**config.mk**
```make
export PLATFORM = sky130hd
export DESIGN_NAME = rxq_fifo
export DESIGN_NICKNAME = d
export VERILOG_FILES = /design/src/rtl/rxq_pkg.sv /design/src/rtl/rxq_rst_qual.sv /design/src/rtl/rxq_fifo_core.sv /design/src/rtl/rxq_fifo.sv
export SDC_FILE = /design/constraint.sdc
export NUM_CORES = 1
export LEC_CHECK = 0
export ABC_AREA = 1
export ABC_CLOCK_PERIOD_IN_PS = 2300
export BUFFER_PORTS_ARGS = -buffer_cell sky130_fd_sc_hd__clkbuf_2
export CAP_MARGIN = 0
export CORE_ASPECT_RATIO = 0.8
export CORE_MARGIN = 3
export CORE_UTILIZATION = 35
export CTS_BUF_LIST = sky130_fd_sc_hd__clkbuf_4 sky130_fd_sc_hd__clkbuf_8
export CTS_CLUSTER_DIAMETER = 60
export DETAILED_ROUTE_END_ITERATION = 10
export GPL_TIMING_DRIVEN = 0
export PLACE_DENSITY_LB_ADDON = 0.12
export SLEW_MARGIN = 20
export SYNTH_ARGS = -nofsm -noshare
export SYNTH_HDL_FRONTEND = slang
export SYNTH_HIERARCHICAL = 1
export SYNTH_SLANG_ARGS = --single-unit
```
**constraint.sdc**
```tcl
create_clock -name clk -period 2.3 [get_ports clk]
set_input_delay 0.115 -clock clk [delete_from_list [all_inputs] [get_ports clk]]
set_output_delay 0.115 -clock clk [all_outputs]
set_load 0.005 [all_outputs]
```
**src/rtl/rxq_pkg.sv**
```systemverilog
package rxq_pkg;

    localparam int unsigned RXQ_DATA_W      = 10;
    localparam int unsigned RXQ_DEPTH       = 16;
    localparam int unsigned RXQ_QUAL_CYCLES = 7;

    // Flush qualifier states
    typedef enum logic [1:0] {
        QUAL_IDLE = 2'd0,   // no qualifying sample pending
        QUAL_ARM  = 2'd1,   // counting consecutive qualifying samples
        QUAL_HELD = 2'd2    // flush in force while the request stays low
    } qual_state_e;

endpackage

```
**src/rtl/rxq_rst_qual.sv**
```systemverilog
module rxq_rst_qual
    import rxq_pkg::*;
#(
    parameter int unsigned QUAL_CYCLES = RXQ_QUAL_CYCLES
) (
    input  logic clk,
    input  logic rst_n,
    input  logic flush_req_n,
    input  logic bypass,
    input  logic rd_en,
    input  logic host_sel_n,
    output logic flush_now,
    output logic in_flush
);

    localparam int unsigned CNT_W = (QUAL_CYCLES < 2) ? 1 : $clog2(QUAL_CYCLES);
    localparam logic [CNT_W-1:0] LAST_CNT = CNT_W'(QUAL_CYCLES - 1);

    typedef struct packed {
        qual_state_e      st;
        logic [CNT_W-1:0] cnt;
    } qual_t;

    qual_t s_d, s_q;
    logic  qualify;

    always_comb begin
        s_d       = s_q;
        flush_now = 1'b0;
        qualify   = !flush_req_n && !bypass && !rd_en && !host_sel_n;
        case (s_q.st)
            QUAL_HELD: begin
                if (flush_req_n) begin
                    s_d.st = QUAL_IDLE;
                end else begin
                    flush_now = 1'b1;
                end
                s_d.cnt = '0;
            end
            default: begin
                if (qualify) begin
                    if (s_q.cnt == LAST_CNT) begin
                        s_d.st    = QUAL_HELD;
                        s_d.cnt   = '0;
                        flush_now = 1'b1;
                    end else begin
                        s_d.st  = QUAL_ARM;
                        s_d.cnt = s_q.cnt + CNT_W'(1);
                    end
                end else begin
                    s_d.st  = QUAL_IDLE;
                    s_d.cnt = '0;
                end
            end
        endcase
    end

    always_ff @(posedge clk or negedge rst_n) begin
        if (!rst_n) begin
            s_q <= '{st: QUAL_IDLE, cnt: '0};
        end else begin
            s_q <= s_d;
        end
    end

    assign in_flush = (s_q.st == QUAL_HELD);

endmodule

```
**src/rtl/rxq_fifo_core.sv**
```systemverilog
module rxq_fifo_core #(
    parameter int unsigned DATA_W = 10,
    parameter int unsigned DEPTH  = 16
) (
    input  logic              clk,
    input  logic              rst_n,
    input  logic              flush,
    input  logic              wr_en,
    input  logic [DATA_W-1:0] wr_data,
    input  logic              rd_en,
    output logic [DATA_W-1:0] rd_data,
    output logic              empty,
    output logic              full
);

    localparam int unsigned PTR_W = (DEPTH < 2) ? 1 : $clog2(DEPTH);
    localparam int unsigned CNT_W = $clog2(DEPTH + 1);
    localparam logic [PTR_W-1:0] PTR_LAST = PTR_W'(DEPTH - 1);
    localparam logic [CNT_W-1:0] CNT_FULL = CNT_W'(DEPTH);

    typedef struct packed {
        logic [DEPTH-1:0][DATA_W-1:0] mem;
        logic [PTR_W-1:0]             wr_ptr;
        logic [PTR_W-1:0]             rd_ptr;
        logic [CNT_W-1:0]             cnt;
    } core_t;

    core_t s_d, s_q;
    logic  push, pop;

    function automatic logic [PTR_W-1:0] ptr_next(input logic [PTR_W-1:0] p);
        return (p == PTR_LAST) ? '0 : p + PTR_W'(1);
    endfunction

    always_comb begin
        s_d  = s_q;
        push = wr_en && (s_q.cnt != CNT_FULL) && !flush;
        pop  = rd_en && (s_q.cnt != '0) && !flush;
        if (flush) begin
            s_d.wr_ptr = '0;
            s_d.rd_ptr = '0;
            s_d.cnt    = '0;
        end else begin
            if (push) begin
                s_d.mem[s_q.wr_ptr] = wr_data;
                s_d.wr_ptr          = ptr_next(s_q.wr_ptr);
            end
            if (pop) begin
                s_d.rd_ptr = ptr_next(s_q.rd_ptr);
            end
            case ({push, pop})
                2'b10:   s_d.cnt = s_q.cnt + CNT_W'(1);
                2'b01:   s_d.cnt = s_q.cnt - CNT_W'(1);
                default: s_d.cnt = s_q.cnt;
            endcase
        end
    end

    always_ff @(posedge clk or negedge rst_n) begin
        if (!rst_n) begin
            s_q <= '0;
        end else begin
            s_q <= s_d;
        end
    end

    assign rd_data = s_q.mem[s_q.rd_ptr];
    assign empty   = (s_q.cnt == '0);
    assign full    = (s_q.cnt == CNT_FULL);

endmodule

```
**src/rtl/rxq_fifo.sv**
```systemverilog
module rxq_fifo
    import rxq_pkg::*;
#(
    parameter int unsigned DATA_W      = RXQ_DATA_W,
    parameter int unsigned DEPTH       = RXQ_DEPTH,
    parameter int unsigned QUAL_CYCLES = RXQ_QUAL_CYCLES
) (
    input  logic              clk,
    input  logic              rst_n,
    input  logic              wr_en,
    input  logic [DATA_W-1:0] wr_data,
    input  logic              rd_en,
    output logic [DATA_W-1:0] rd_data,
    output logic              empty,
    output logic              full,
    input  logic              host_sel_n,
    input  logic              bypass,
    input  logic              flush_req_n
);

    logic flush_now;
    logic in_flush;

    rxq_rst_qual #(
        .QUAL_CYCLES(QUAL_CYCLES)
    ) qual_i (
        .clk        (clk),
        .rst_n      (rst_n),
        .flush_req_n(flush_req_n),
        .bypass     (bypass),
        .rd_en      (rd_en),
        .host_sel_n (host_sel_n),
        .flush_now  (flush_now),
        .in_flush   (in_flush)
    );

    rxq_fifo_core #(
        .DATA_W(DATA_W),
        .DEPTH (DEPTH)
    ) core_i (
        .clk    (clk),
        .rst_n  (rst_n),
        .flush  (flush_now),
        .wr_en  (wr_en),
        .wr_data(wr_data),
        .rd_en  (rd_en),
        .rd_data(rd_data),
        .empty  (empty),
        .full   (full)
    );

endmodule

```
==> impl_metrics.toml <==
[worst_setup_path]
worstRegToRegCells = 10
cp.arrival_ns = 2.20
cp_max_fo = 10
cp_num_cells = 9
cp_cell_sequence = "buf_6 > inv_6 > buf_12 > buf_12 > o21ai_4 > o22ai_2 > o211ai_1 > nand2_1 > clkbuf_2"
path_buf_inv = 5
endpoint_kind = "output port"
crit_family = "buffers and inverters"
required_ns = 2.18
critPathMostFrequentCell = "buf_12"
crit_type = "register to output port"
cp-start-kind = "register"
crit_slowest_cell = "dfrtp_1"
cp_slowest_stage_delay_ns = 0.42

[worst_hold_path]
whs_path_depth = 3
hold_path.class = "input pin to register"

[logic_synthesis]
syn_avg_cell_area_sq_um = 8.37
ys_warn_count = 6
syn_nets = 1030
synthesis.area_sq_um = 8400
syn_inst = 1004

[place]
place_congestion = 0.942
dp_hpwl_um = 19200
placed_cells = 1346
port_buffers = 28

[power]
clkPwrFrac = 0.150
p_int_uw = 8240
p_seq_frac = 0.363
pwr_density_cell_nw_per_um2 = 1430
ir_drop_mv = 0.621
switching_share = 0.433
power_uw = 14500
combPwrFrac = 0.487
power.switching_uw = 6280
p_leak_uw = 0.00468

[die]
pin_count = 29
core_area_sq_um = 23500
dieArea_sq_um = 25900
initial_core_util = 0.357
die_h_um = 145
die_w_um = 179
rows = 50

[clock_network]
clkLatencyLatePin_ns = 0.48
cts-root-buf = "clkbuf_8"
cts_made_buffers = 17
cts_htree_levels = 4
cts_sinks = 178
clk_pin_slew_ns = 0.11
cts_tree = "yes"
clockBufferDepth = 2

[grt]
grt_util_met1 = 0.328
antenna_found_initial = 0
use_met3 = 0.0289
top_usage_layer = "met2"
grt_pass1_wl_um = 42200
global_route.usage.total = 0.219
grt_pass1_vias = 7090
grt_max_degree = 63
grt_remaining_overflow = 0
grt_use_met2 = 0.335

[sta]
setup_viol = 2
rsz0062_at_grt = "yes"
period_needed_ns = 2.31
tns_ns = -0.0218
finalHoldViolCount = 0
fin_ws_ns = -0.0124
timing.fmax_ghz = 0.432
relSlewSlack = 0.532
finalMaxSlewViolations = 0
fin_worst_skew_ns = 0.0198
timing.final.crit_share = 1.01
worstMarginPinSlew_ns = 0.701

[flow_run]
maxCapViolCount = 0

[finish]
finalNetCount = 1106
fin_cells = 1405
syn_to_final_growth_pct = 20.8
drive_gt1_frac = 0.179
num_antenna_cells = 0
final_util = 0.432

[detailed_routing]
via_count = 7470
drc = 0
drt_wl_total_um = 28200
first_pass_iters = 5
ant_nets = 0
drt-initial-drc-count = 654
wl_per_cell_um = 20.0
viasPerCell = 5.32

[outcome]
status = "finished with violations"
violations = "setup timing"
path summary, 6_finish.rpt:
| kind | end | startpoint | slack (ns) |
|---|---|---|---|
| setup / recovery | rd_data[6] | core_i/s_q[5] | -0.01 |
| hold / removal | core_i/s_q[53] | wr_data[0] | 0.01 |
| setup reg to reg | core_i/s_q[128] | qual_i/s_q[4] | 0.07 |
| hold reg to reg | qual_i/s_q[0] | qual_i/s_q[0] | 0.48 |
| max in group asynchronous | core_i/s_q[6] | rst_n | 1.38 |
| min in group asynchronous | core_i/s_q[110] | rst_n | 0.18 |
area by class of cell:
cell class              instances  area (sq um)
well taps                     312           390
inverters                      76           293
repair buffers                 58           584
plain buffers                  64           430
clock buffers                  20           263
fillers                      2375         13400
clock inverters                12           124
multi-input cells             685          3610
flip-flops and latches        178          4460
cell usage in the layout, fill, tap and decap left out, types with 4 or more instances in the layout:
cell type        n
a21oi_1         42
buf_12           7
buf_2           30
buf_4           10
clkbuf_1         7
clkbuf_16        6
clkbuf_2        39
clkbuf_4         4
clkbuf_8        20
clkinv_4         5
dfrtp_1        177
dlygate4sd3_1   12
ha_1             6
inv_1           70
inv_2            4
inv_6            5
nand2_1        223
nand2_2          9
nand3_1         37
nand3_2         10
nor2_1          55
nor2_2           5
nor3_1           4
o211ai_1         4
o21a_1          30
o21ai_0        191
o21ai_1         23
o221ai_2        13
o22ai_1          5
tightest hold or removal path, stage by stage:
cell	delay [ns]
clkbuf_2	0.19
nand2_1	0.11
nand2_1	0.05
metrics by stage:
step	instance area (sq um)	setup WS [ns]	hold WS [ns]
floorplan	8400	0.0440	-0.181
global placement	8930	-2.53	0.434
detailed placement	9000	-0.447	0.142
CTS	9660	-0.0178	0.00213
global route	10200	-0.0510	0.00689
finish	10200	-0.0124	0.00987
per-layer routing:
layer	up-vias	routed length, um
met2	197	12600
met5	-	0
met3	37	1490
li1	3502	-
met1	3734	13600
met4	0	429
timing repair:
item                                    in CTS  in global routing
hold buffers                                12                  0
buffers inserted                             1                  8
endpoints found under the hold margin       80                  0
pin swaps                                   10                 30
gates resized for setup                     54                 80
endpoints found under the setup margin      14                 11
cloned                                       0                  7
power by group through the flow:
stage               Combinational, uW  Clock, uW  Sequential, uW
global placement                 5660          0            5260
CTS                              6040       2220            5220
floorplan                        3710          0            5060
detailed placement               5740          0            5270
finish                           7070       2170            5280
global route                     7760       2370            5440
state kept, by name (all words and copies together) (netlist names):
name,cells
qual_i/s_q,5
core_i/s_q,173
Note: power is estimated with default switching activity, not from simulation.
